==> src/rtl/agu_pkg.sv <==
package agu_pkg;

    localparam int AW = 16;
    localparam int DW = 8;

    typedef enum logic [2:0] {
        AM_DIRECT  = 3'd0,
        AM_IND     = 3'd1,
        AM_DISP    = 3'd2,
        AM_PREDEC  = 3'd3,
        AM_POSTINC = 3'd4,
        AM_CODE    = 3'd5,
        AM_IOSHORT = 3'd6,
        AM_RSVD    = 3'd7
    } am_e;

    typedef enum logic [1:0] {
        RG_REGF = 2'd0,
        RG_IO   = 2'd1,
        RG_SRAM = 2'd2,
        RG_NONE = 2'd3
    } rg_e;

    typedef enum logic [1:0] {
        ST_IDLE  = 2'd0,
        ST_ADDR  = 2'd1,
        ST_WBACK = 2'd2
    } st_e;

endpackage

==> src/rtl/agu_ptr_mux.sv <==
module agu_ptr_mux
    import agu_pkg::*;
#(
    parameter int PTR_COUNT = 3,
    parameter int FIRST_REG = 26,
    parameter int CODE_PTR  = 2
) (
    input  logic [PTR_COUNT*DW-1:0] lo_bus,
    input  logic [PTR_COUNT*DW-1:0] hi_bus,
    input  logic [1:0]              sel,
    input  logic                    code_mode,
    output logic [AW-1:0]           ptr,
    output logic [4:0]              reg_idx,
    output logic                    sel_ok
);
    localparam logic [1:0] CODE_SEL  = 2'(CODE_PTR);
    localparam logic [4:0] FIRST_IDX = 5'(FIRST_REG);

    logic [AW-1:0] ptr_arr [PTR_COUNT];
    logic [1:0]    eff_sel;

    for (genvar g = 0; g < PTR_COUNT; g++) begin : g_pair
        assign ptr_arr[g] = {hi_bus[g*DW +: DW], lo_bus[g*DW +: DW]};
    end

    always_comb begin
        eff_sel = code_mode ? CODE_SEL : sel;
        sel_ok  = (int'(eff_sel) < PTR_COUNT);
        ptr     = sel_ok ? ptr_arr[eff_sel] : '0;
        reg_idx = FIRST_IDX + {2'b00, eff_sel, 1'b0};
    end
endmodule

==> src/rtl/agu_ea_calc.sv <==
module agu_ea_calc
    import agu_pkg::*;
#(
    parameter int DISP_W  = 6,
    parameter int IO_BASE = 32
) (
    input  am_e              mode,
    input  logic [1:0]       sel,
    input  logic             sel_ok,
    input  logic [AW-1:0]    ptr,
    input  logic [DISP_W-1:0] disp,
    input  logic [AW-1:0]    direct,
    output logic [AW-1:0]    ea,
    output logic [AW-1:0]    new_ptr,
    output logic             upd,
    output logic             bad,
    output logic             is_code
);
    localparam logic [AW-1:0] IO_OFS = AW'(IO_BASE);
    localparam logic [AW-1:0] ONE    = AW'(1);

    logic [AW-1:0] disp_ext;
    assign disp_ext = {{(AW-DISP_W){1'b0}}, disp};

    always_comb begin
        ea      = '0;
        new_ptr = ptr;
        upd     = 1'b0;
        bad     = 1'b0;
        is_code = 1'b0;
        unique case (mode)
            AM_DIRECT:  ea = direct;
            AM_IND: begin
                ea  = ptr;
                bad = !sel_ok;
            end
            AM_DISP: begin
                ea  = ptr + disp_ext;
                bad = !sel_ok || (sel == 2'd0);
            end
            AM_PREDEC: begin
                new_ptr = ptr - ONE;
                ea      = new_ptr;
                upd     = 1'b1;
                bad     = !sel_ok;
            end
            AM_POSTINC: begin
                new_ptr = ptr + ONE;
                ea      = ptr;
                upd     = 1'b1;
                bad     = !sel_ok;
            end
            AM_CODE: begin
                ea      = ptr;
                is_code = 1'b1;
            end
            AM_IOSHORT: ea  = IO_OFS + disp_ext;
            AM_RSVD:    bad = 1'b1;
        endcase
        if (bad) begin
            ea  = '0;
            upd = 1'b0;
        end
    end
endmodule

==> src/rtl/agu_region.sv <==
module agu_region
    import agu_pkg::*;
#(
    parameter int REG_COUNT = 32,
    parameter int IO_COUNT  = 64,
    parameter int SRAM_LAST = 'h25F
) (
    input  logic [AW-1:0] ea,
    input  logic          data_acc,
    output rg_e           region,
    output logic          oor
);
    localparam logic [AW-1:0] IO_BASE_A   = AW'(REG_COUNT);
    localparam logic [AW-1:0] SRAM_BASE_A = AW'(REG_COUNT + IO_COUNT);
    localparam logic [AW-1:0] SRAM_LAST_A = AW'(SRAM_LAST);

    always_comb begin
        region = RG_NONE;
        oor    = 1'b0;
        if (data_acc) begin
            if (ea < IO_BASE_A)         region = RG_REGF;
            else if (ea < SRAM_BASE_A)  region = RG_IO;
            else if (ea <= SRAM_LAST_A) region = RG_SRAM;
            else                        oor    = 1'b1;
        end
    end
endmodule

==> src/rtl/ptr_addr_gen.sv <==
module ptr_addr_gen
    import agu_pkg::*;
#(
    parameter int DISP_W    = 6,
    parameter int REG_COUNT = 32,
    parameter int IO_COUNT  = 64,
    parameter int SRAM_LAST = 'h25F
) (
    input  logic          clk,
    input  logic          rst_n,
    input  logic          req,
    input  logic [2:0]    mode,
    input  logic [1:0]    ptr_sel,
    input  logic [5:0]    disp,
    input  logic [15:0]   direct_addr,
    input  logic [7:0]    pa_lo,
    input  logic [7:0]    pa_hi,
    input  logic [7:0]    pb_lo,
    input  logic [7:0]    pb_hi,
    input  logic [7:0]    pc_lo,
    input  logic [7:0]    pc_hi,
    output logic          ready,
    output logic          addr_valid,
    output logic [15:0]   eff_addr,
    output logic [1:0]    region,
    output logic          out_of_range,
    output logic          bad_req,
    output logic          code_fetch,
    output logic [14:0]   code_word,
    output logic          code_hi_byte,
    output logic          wb_valid,
    output logic [4:0]    wb_reg,
    output logic [7:0]    wb_lo,
    output logic [7:0]    wb_hi
);
    localparam int PTR_COUNT = 3;

    st_e                    state;
    am_e                    cap_mode;
    logic [1:0]             cap_sel;
    logic [DISP_W-1:0]      cap_disp;
    logic [AW-1:0]          cap_direct;
    logic [PTR_COUNT*DW-1:0] cap_lo;
    logic [PTR_COUNT*DW-1:0] cap_hi;

    logic [AW-1:0] sel_ptr;
    logic [4:0]    sel_reg;
    logic          sel_ok;
    logic [AW-1:0] calc_ea;
    logic [AW-1:0] calc_new;
    logic          calc_upd;
    logic          calc_bad;
    logic          calc_code;
    rg_e           calc_rg;
    logic          calc_oor;

    // request capture
    always_ff @(posedge clk or negedge rst_n) begin
        if (!rst_n) begin
            cap_mode   <= AM_DIRECT;
            cap_sel    <= '0;
            cap_disp   <= '0;
            cap_direct <= '0;
            cap_lo     <= '0;
            cap_hi     <= '0;
        end else if (state == ST_IDLE && req) begin
            cap_mode   <= am_e'(mode);
            cap_sel    <= ptr_sel;
            cap_disp   <= disp;
            cap_direct <= direct_addr;
            cap_lo     <= {pc_lo, pb_lo, pa_lo};
            cap_hi     <= {pc_hi, pb_hi, pa_hi};
        end
    end

    agu_ptr_mux #(
        .PTR_COUNT (PTR_COUNT),
        .FIRST_REG (26),
        .CODE_PTR  (2)
    ) u_mux (
        .lo_bus    (cap_lo),
        .hi_bus    (cap_hi),
        .sel       (cap_sel),
        .code_mode (cap_mode == AM_CODE),
        .ptr       (sel_ptr),
        .reg_idx   (sel_reg),
        .sel_ok    (sel_ok)
    );

    agu_ea_calc #(
        .DISP_W  (DISP_W),
        .IO_BASE (REG_COUNT)
    ) u_calc (
        .mode    (cap_mode),
        .sel     (cap_sel),
        .sel_ok  (sel_ok),
        .ptr     (sel_ptr),
        .disp    (cap_disp),
        .direct  (cap_direct),
        .ea      (calc_ea),
        .new_ptr (calc_new),
        .upd     (calc_upd),
        .bad     (calc_bad),
        .is_code (calc_code)
    );

    agu_region #(
        .REG_COUNT (REG_COUNT),
        .IO_COUNT  (IO_COUNT),
        .SRAM_LAST (SRAM_LAST)
    ) u_region (
        .ea       (calc_ea),
        .data_acc (!calc_bad && !calc_code),
        .region   (calc_rg),
        .oor      (calc_oor)
    );

    // state register and transitions
    always_ff @(posedge clk or negedge rst_n) begin
        if (!rst_n) begin
            state <= ST_IDLE;
        end else begin
            unique case (state)
                ST_IDLE:  if (req) state <= ST_ADDR;
                ST_ADDR:  state <= calc_upd ? ST_WBACK : ST_IDLE;
                ST_WBACK: state <= ST_IDLE;
                default:  state <= ST_IDLE;
            endcase
        end
    end

    // outputs
    always_comb begin
        ready        = 1'b0;
        addr_valid   = 1'b0;
        eff_addr     = '0;
        region       = RG_NONE;
        out_of_range = 1'b0;
        bad_req      = 1'b0;
        code_fetch   = 1'b0;
        code_word    = '0;
        code_hi_byte = 1'b0;
        wb_valid     = 1'b0;
        wb_reg       = '0;
        wb_lo        = '0;
        wb_hi        = '0;
        unique case (state)
            ST_IDLE: ready = 1'b1;
            ST_ADDR: begin
                addr_valid   = 1'b1;
                eff_addr     = calc_ea;
                region       = calc_rg;
                out_of_range = calc_oor;
                bad_req      = calc_bad;
                code_fetch   = calc_code;
                if (calc_code) begin
                    code_word    = calc_ea[AW-1:1];
                    code_hi_byte = calc_ea[0];
                end
            end
            ST_WBACK: begin
                wb_valid = 1'b1;
                wb_reg   = sel_reg;
                wb_lo    = calc_new[DW-1:0];
                wb_hi    = calc_new[AW-1:DW];
            end
            default: ready = 1'b0;
        endcase
    end
endmodule

==> config.mk <==
export PLATFORM = sky130hd
export DESIGN_NAME = ptr_addr_gen
export DESIGN_NICKNAME = d
export VERILOG_FILES = /design/src/rtl/agu_pkg.sv /design/src/rtl/agu_ptr_mux.sv /design/src/rtl/agu_ea_calc.sv /design/src/rtl/agu_region.sv /design/src/rtl/ptr_addr_gen.sv
export SDC_FILE = /design/constraint.sdc
export NUM_CORES = 1
export LEC_CHECK = 0
export BUFFER_PORTS_ARGS = -buffer_cell sky130_fd_sc_hd__buf_2
export CORE_MARGIN = 4
export CORE_UTILIZATION = 50
export CTS_CLUSTER_SIZE = 14
export DETAILED_ROUTE_END_ITERATION = 10
export GPL_ROUTABILITY_DRIVEN = 0
export GPL_TIMING_DRIVEN = 0
export PLACE_DENSITY_LB_ADDON = 0.1
export SKIP_LAST_GASP = 1
export SYNTH_ARGS = -nofsm -noshare
export SYNTH_HDL_FRONTEND = slang
export SYNTH_SLANG_ARGS = --single-unit
==> constraint.sdc <==
create_clock -name clk -period 10.8 [get_ports clk]
set_input_delay 0.54 -clock clk [delete_from_list [all_inputs] [get_ports clk]]
set_output_delay 0.54 -clock clk [all_outputs]
set_load 0.01 [all_outputs]
=== Word-level counts from Yosys, hierarchy flattened ===
Index checks and enable logic that the tools add are counted.

* $add $sub $neg: 5
* $lt $le $gt $ge: 5
* Eq/ne operators: 10
* Multiplexer cells: 38
* Bitwise operators: 1
* Reductions and logical operators: 12

{| class="wikitable"
|+ Operators by type and width
! kind !! count
|-
| $mux 16 || 5
|-
| $pmux 16 s5 || 1
|-
| $bmux 16 s2 || 1
|-
| $pmux 16 s2 || 1
|-
| $mux 15 || 2
|-
| $add 16x1->16 const B || 1
|-
| $add 16x6->16 || 1
|-
| $le 16x10->1 const B || 1
|-
| $lt 16x6->1 const B || 1
|-
| $lt 16x7->1 const B || 1
|-
| $mux 1 || 16
|-
| $mux 8 || 2
|-
| $sub 16x1->16 const B || 1
|-
| $mux 2 || 7
|-
| $eq 3x3->1 const B || 4
|-
| $add 6x6->7 const A || 1
|-
| $eq 3x2->1 const B || 2
|-
| $reduce_or 3->1 || 2
|-
| $add 4x4->5 const A || 1
|-
| $mux 5 || 1
|-
| $logic_not 2->1 || 2
|-
| $pmux 2 s2 || 1
|-
| $eq 3x1->1 const B || 1
|-
| $ge 3x3->1 const B || 1
|-
| other kinds (11) || 14
|}

* Bits in registers: 77
* Output and inout port bits: 61
* Word-level logic and storage cells: 78

=== Depth between registers and ports, before layout ===
* Depth in word-level cells: 16
* Mapped depth: 25

=== Hierarchy ===
From an unflattened synthesis, not the netlist that was laid out.

* Cells, all modules: 661
* Area total of the unflattened synthesis: 5,958.2 µm²

{| class="wikitable"
|+ By module, submodules not included
! module !! instances !! cells an instance !! area an instance (µm²) !! seq. area each (µm²)
|-
| ptr_addr_gen || 1 || 233 || 3,286.9 || 1,926.8
|-
| agu_ea_calc || 1 || 334 || 2,074.5 || 0.0
|-
| agu_ptr_mux || 1 || 82 || 528.0 || 0.0
|-
| agu_region || 1 || 12 || 68.8 || 0.0
|}

=== Worst setup path after synthesis ===
No wires, ideal clock.

* Kind: register to output
* From: register cap_mode[2]
* To: output port region[1]
* Arrival: 4,745 ps
* Data required time: 10,260 ps
* Slack: 5,515 ps
* Stages on the path, launching flop included: 23
* Cell sequence: dfrtp_1 > buf_4 > and3b_1 > buf_6 > nor2_4 > inv_2 > ha_1 > buf_2 > buf_2 > buf_1 > a211oi_1 > inv_1 > fa_1 > nor2b_1 > o31ai_1 > a211oi_1 > and4bb_1 > xor2_1 > nor2_1 > a221oi_2 > o2111a_1 > nand4_1 > or4_1

* Word-level cells in the longest chain between the ends: 15

{| class="wikitable"
|+ RTL lines
! item !! line !! text
|-
| start, declared || ptr_addr_gen.sv:39 || <nowiki>am_e cap_mode;</nowiki>
|-
| start signal, assigned || ptr_addr_gen.sv:67 || <nowiki>cap_mode <= am_e'(mode);</nowiki>
|-
| $eq 3x3->1 || agu_ea_calc.sv:31, ptr_addr_gen.sv:84 ||
|-
| $mux 2 || agu_ptr_mux.sv:27 || <nowiki>eff_sel = code_mode ? CODE_SEL : sel;</nowiki>
|-
| $not 2->3 (implied by the code) || agu_ptr_mux.sv:29 || <nowiki>ptr = sel_ok ? ptr_arr[eff_sel] : '0;</nowiki>
|-
| $bmux 16 s2 || agu_ptr_mux.sv:29 ||
|-
| $mux 16 (implied by the code) (2 in a row) || agu_ptr_mux.sv:29 ||
|-
| $mux 16 || agu_ptr_mux.sv:29 ||
|-
| $sub 16x1->16 or $add 16x6->16 (tied branches) || agu_ea_calc.sv:42, agu_ea_calc.sv:38 ||
|-
| $pmux 16 s5 || agu_ea_calc.sv:31 || <nowiki>unique case (mode)</nowiki>
|-
| $mux 16 || agu_ea_calc.sv:60 || <nowiki>if (bad) begin</nowiki>
|-
| $lt 16x7->1 || agu_region.sv:22 || <nowiki>else if (ea < SRAM_BASE_A) region = RG_IO;</nowiki>
|-
| $mux 2 || agu_region.sv:22 ||
|-
| $mux 2 || agu_region.sv:21 || <nowiki>if (ea < IO_BASE_A) region = RG_REGF;</nowiki>
|-
| $mux 2 * || agu_region.sv:20 || <nowiki>if (data_acc) begin</nowiki>
|-
| $mux 2 * || ptr_addr_gen.sv:147 || <nowiki>unique case (state)</nowiki>
|-
| end, declared || ptr_addr_gen.sv:25 || <nowiki>output logic [1:0] region,</nowiki>
|}

Every way passes the cells marked *; elsewhere a longest branch is shown, timed or not. The select of a mux whose other input is x is not followed.

=== Worst setup path in the final report ===
* From: register cap_mode[2]
* To: output port region[0]

* Word-level cells in the longest chain between the ends: 16

{| class="wikitable"
|+ RTL lines
! item !! line !! text
|-
| $eq 3x3->1 || agu_ea_calc.sv:31, ptr_addr_gen.sv:84 ||
|-
| $mux 2 || agu_ptr_mux.sv:27 ||
|-
| $not 2->3 (implied by the code) || agu_ptr_mux.sv:29 ||
|-
| $bmux 16 s2 || agu_ptr_mux.sv:29 ||
|-
| $mux 16 (implied by the code) (2 in a row) || agu_ptr_mux.sv:29 ||
|-
| $mux 16 || agu_ptr_mux.sv:29 ||
|-
| $sub 16x1->16 or $add 16x6->16 (tied branches) || agu_ea_calc.sv:42, agu_ea_calc.sv:38 ||
|-
| $pmux 16 s5 || agu_ea_calc.sv:31 ||
|-
| $mux 16 || agu_ea_calc.sv:60 ||
|-
| $le 16x10->1 || agu_region.sv:23 || <nowiki>else if (ea <= SRAM_LAST_A) region = RG_SRAM;</nowiki>
|-
| $mux 1 || agu_region.sv:23 ||
|-
| $mux 2 || agu_region.sv:22 ||
|-
| $mux 2 || agu_region.sv:21 ||
|-
| $mux 2 * || agu_region.sv:20 ||
|-
| $mux 2 * || ptr_addr_gen.sv:147 ||
|}

Marks and branches as above.

==> run metrics <==
clock tree from TritonCTS built; Port-buffer cells 137; Critical path destination region[0]; Post-Syn Nets 756; largest net degree at the start of global routing 57; mean instance size in the synthesized netlist around 8.8 um^2; Resized cells post-CTS 0; static leakage approximately 3.2 nW; antenna violations before repair 1; final cycle utilization of the critical path 66.1%; starting density of the core about half; R2R depth 14; pin slew with the least headroom to its limit 0.924 ns; peak fanout along the critical path 10; number of buffers between clock root and the deepest sink 2; I/O pin cnt around 140; count of standard-cell rows 39; vertical extent of the die 117 um; Total GRT Usage 28.5%; post-CTS setup buffer count 0; layout filler cell count 1,038; worst-case clock skew between 0.009 and 0.01 ns; Required @ worst endpoint 10.26 ns; Worst Setup Start Kind flip-flop; HPWL after detailed placement 14,800 um; Setup CP Type reg -> out; area of all sequential standard cells between 1500 and 2000 um^2; worst setup path start cap_mode[2]; antenna-violating nets left 0; max-slew violation count 0; Routed WL per cell 19.8 um; latest clock arrival within the worst-skew pair 0.35 ns; fraction of layout cells with a size suffix above 1 33.5%; Clock Pin Slew Worst Setup and Hold Paths 0.06 ns; count of mapped cells out of synthesis roughly 670; Die Area 13,600 um^2; total wirelength of the detailed-routed design 19,100 um; final worst path period need roughly 7.1 ns; number of synthesis warnings 0; Achievable Freq 0.140 GHz; Final Hold Slack 0.0847 ns; via count 5,893; via density per instance between 6 and 7; placed standard-cell area 6800 um^2; Worst VDD drop 0.120 mV; number of nets in the layout 905; power density over the cells 250 nW/um^2; hold violation count in the final report 0; post-synth cell types 85; sequential cell area fraction in the yosys report approximately a third; master cell of the clock root buffer sky130_fd_sc_hd__clkbuf_16; Synth Register Bits 77; RR Startpoint cap_mode[2]; crit path capture type output pin; outcome complete, no violations; Area growth, synth to finish 19.7%; WP data arrival 6.60 ns; worst relative slew slack 37.9%; max capacitance violation total 0; global route overflow 0; type of the tightest min-delay check in -> async; Antenna diodes 0; Remaining DRCs 0; area of the multi-input gates 3660 um^2; setup slack on the worst flop-to-flop path 7.04 ns; final design instance area without fill 7060 um^2; global-route wire length before repair 30,200 um; count of flip-flops with a built-in enable after synthesis 0; Inserted Clock Buffers 9; number of hold buffers added after cts 0; deepest level of the CTS H-tree 3; Iteration-0 DRC Markers 512; via count of the first global-routing pass 5,808; number of failing setup endpoints in the final timing report 0; sum of negative setup slack 0 ns; prevailing post-synth register cell sky130_fd_sc_hd__dfrtp_1; RSZ-0062 raised after global routing no; clk sinks 77; reg2reg end state[1]; Die Span X 117 um; drt pass-1 iters 7; core region area 11,500 um^2; Async SR Flop Fraction 100%; post-synthesis cell area 5900 um^2
## worst min-delay path by stage
stage              start             to  slack, ns  cells after the start
6_report           rst_n  cap_direct[3]       0.08                      1
5_1_grt            rst_n  cap_direct[3]       0.11                      1
4_1_cts            rst_n  cap_direct[3]       0.09                      1
3_5_place_dp       rst_n  cap_direct[3]       0.46                      1
3_3_place_gp   cap_hi[6]      cap_hi[6]       0.48                      1
2_1_floorplan      rst_n  cap_direct[0]       0.24                      0
## power breakdown
group	internal (W)	switching (W)
clock network	0.000161	0.000124
registers	0.000363	0.0000579
logic	0.000408	0.000651
total	0.000932	0.000833
## metal layers
metal | track usage [%] | share of wire, %
met3 | 4.97 | 9.7
met4 | 12.5 | 3.5
met1 | 38.2 | 41
met5 | 0 | 0.068
met2 | 45.5 | 46
## Yosys cell counts (4+ instances only)
cell	instances	area [um^2]
sky130_fd_sc_hd__nor2_1	96	360
sky130_fd_sc_hd__dfrtp_1	77	1930
sky130_fd_sc_hd__mux2_2	72	811
sky130_fd_sc_hd__nand2_1	41	154
sky130_fd_sc_hd__a21oi_1	38	190
sky130_fd_sc_hd__clkbuf_1	26	97.6
sky130_fd_sc_hd__o21ai_0	26	130
sky130_fd_sc_hd__inv_1	19	71.3
sky130_fd_sc_hd__nor3_1	16	80.1
sky130_fd_sc_hd__xnor2_1	15	131
sky130_fd_sc_hd__nand3_1	12	60.1
sky130_fd_sc_hd__a211oi_1	10	75.1
sky130_fd_sc_hd__ha_1	9	113
sky130_fd_sc_hd__o22ai_1	9	56.3
sky130_fd_sc_hd__xor2_1	9	78.8
sky130_fd_sc_hd__a22oi_1	8	60.1
sky130_fd_sc_hd__a31oi_1	8	50.1
sky130_fd_sc_hd__and2_1	7	43.8
sky130_fd_sc_hd__buf_2	7	35.0
sky130_fd_sc_hd__buf_4	7	52.6
sky130_fd_sc_hd__mux2i_1	7	70.1
sky130_fd_sc_hd__nor2b_1	6	37.5
sky130_fd_sc_hd__nor3_2	6	60.1
sky130_fd_sc_hd__nor4_1	6	37.5
sky130_fd_sc_hd__o21a_1	6	45.0
sky130_fd_sc_hd__or2_2	6	37.5
sky130_fd_sc_hd__a21o_1	5	37.5
sky130_fd_sc_hd__and3_1	5	31.3
sky130_fd_sc_hd__nand3b_1	5	37.5
sky130_fd_sc_hd__nand4_1	5	31.3
sky130_fd_sc_hd__o211ai_1	5	37.5
sky130_fd_sc_hd__o21bai_1	5	37.5
sky130_fd_sc_hd__or3_1	5	31.3
sky130_fd_sc_hd__a21boi_0	4	30.0
sky130_fd_sc_hd__buf_6	4	45.0
sky130_fd_sc_hd__nand2b_1	4	25.0
sky130_fd_sc_hd__o21ai_1	4	20.0
## critical path: stages (launching register included)
cell and delay [ns]:
sky130_fd_sc_hd__dfrtp_1 0.36, sky130_fd_sc_hd__buf_4 0.18, sky130_fd_sc_hd__and3b_1 0.19, sky130_fd_sc_hd__buf_6 0.14, sky130_fd_sc_hd__nor2_4 0.25, sky130_fd_sc_hd__inv_2 0.13, sky130_fd_sc_hd__ha_1 0.21, sky130_fd_sc_hd__buf_2 0.19
sky130_fd_sc_hd__buf_2 0.22, sky130_fd_sc_hd__buf_1 0.29, sky130_fd_sc_hd__a211oi_1 0.78, sky130_fd_sc_hd__ha_1 0.39, sky130_fd_sc_hd__a211oi_1 0.30, sky130_fd_sc_hd__nor2_1 0.12, sky130_fd_sc_hd__o31ai_1 0.76, sky130_fd_sc_hd__nor4_1 0.10
sky130_fd_sc_hd__a211oi_1 0.24, sky130_fd_sc_hd__o22ai_1 0.11, sky130_fd_sc_hd__a31oi_1 0.36, sky130_fd_sc_hd__nor2b_1 0.29, sky130_fd_sc_hd__o211ai_1 0.13, sky130_fd_sc_hd__a2111o_1 0.37, sky130_fd_sc_hd__buf_2 0.15
## flip-flops by register name, summed over array words and instances (netlist names)
| signal | flops |
|---|---|
| cap_direct | 16 |
| cap_disp | 6 |
| cap_hi | 24 |
| cap_lo | 24 |
| cap_mode | 3 |
| cap_sel | 2 |
| state | 2 |
## layout by cell type, fill, tap and decap left out, types with 6 or more instances in the layout
| cell type | instances |
|---|---|
| sky130_fd_sc_hd__or2_2 | 6 |
| sky130_fd_sc_hd__ha_1 | 9 |
| sky130_fd_sc_hd__o21a_1 | 6 |
| sky130_fd_sc_hd__a21oi_1 | 38 |
| sky130_fd_sc_hd__nor4_1 | 6 |
| sky130_fd_sc_hd__nor2_1 | 96 |
| sky130_fd_sc_hd__nand2_1 | 41 |
| sky130_fd_sc_hd__o22ai_1 | 9 |
| sky130_fd_sc_hd__nand3_1 | 12 |
| sky130_fd_sc_hd__and2_1 | 7 |
| sky130_fd_sc_hd__mux2_2 | 72 |
| sky130_fd_sc_hd__buf_2 | 143 |
| sky130_fd_sc_hd__clkbuf_1 | 28 |
| sky130_fd_sc_hd__clkbuf_16 | 9 |
| sky130_fd_sc_hd__xor2_1 | 9 |
| sky130_fd_sc_hd__a211oi_1 | 10 |
| sky130_fd_sc_hd__xnor2_1 | 15 |
| sky130_fd_sc_hd__nor2b_1 | 6 |
| sky130_fd_sc_hd__inv_1 | 19 |
| sky130_fd_sc_hd__mux2i_1 | 7 |
| sky130_fd_sc_hd__dfrtp_1 | 77 |
| sky130_fd_sc_hd__buf_4 | 8 |
| sky130_fd_sc_hd__a22oi_1 | 8 |
| sky130_fd_sc_hd__nor3_1 | 16 |
| sky130_fd_sc_hd__nor3_2 | 6 |
| sky130_fd_sc_hd__a31oi_1 | 8 |
| sky130_fd_sc_hd__o21ai_0 | 26 |
## layout make-up
type | count | area share, %
multi-input cells | 524 | 51.8
flip-flops and latches | 77 | 27.3
repair buffers | 138 | 10.1
clock buffers | 12 | 3.49
plain buffers | 47 | 3.42
well taps | 143 | 2.53
inverters | 20 | 1.06
clock inverters | 3 | 0.319
## per-stage QoR
step           total power (W)  cells  util, %  setup WS, ns
2_1_floorplan          0.00117    668        -          5.51
3_3_place_gp           0.00142    948     59.0          4.30
3_5_place_dp           0.00145    949     59.3          4.20
4_1_cts                0.00174    964     61.6          3.81
5_1_grt                0.00188    964     61.6          3.35
6_report               0.00177    964     61.6          3.66
## kinds of logic after synthesis
| kind of cell | count (synthesis) | synth area share, % |
|---|---|---|
| AND/OR/NAND/NOR | 241 | 21.2 |
| buffers and inverters | 67 | 5.36 |
| other | 1 | 0.0636 |
| multiplexers | 79 | 14.9 |
| AO/OA/AOI/OAI | 169 | 20.0 |
| adder cells (fa/ha/maj) | 10 | 2.25 |
| XOR/XNOR | 24 | 3.56 |
| flip-flops | 77 | 32.7 |
(Power assumes the default switching activity.)
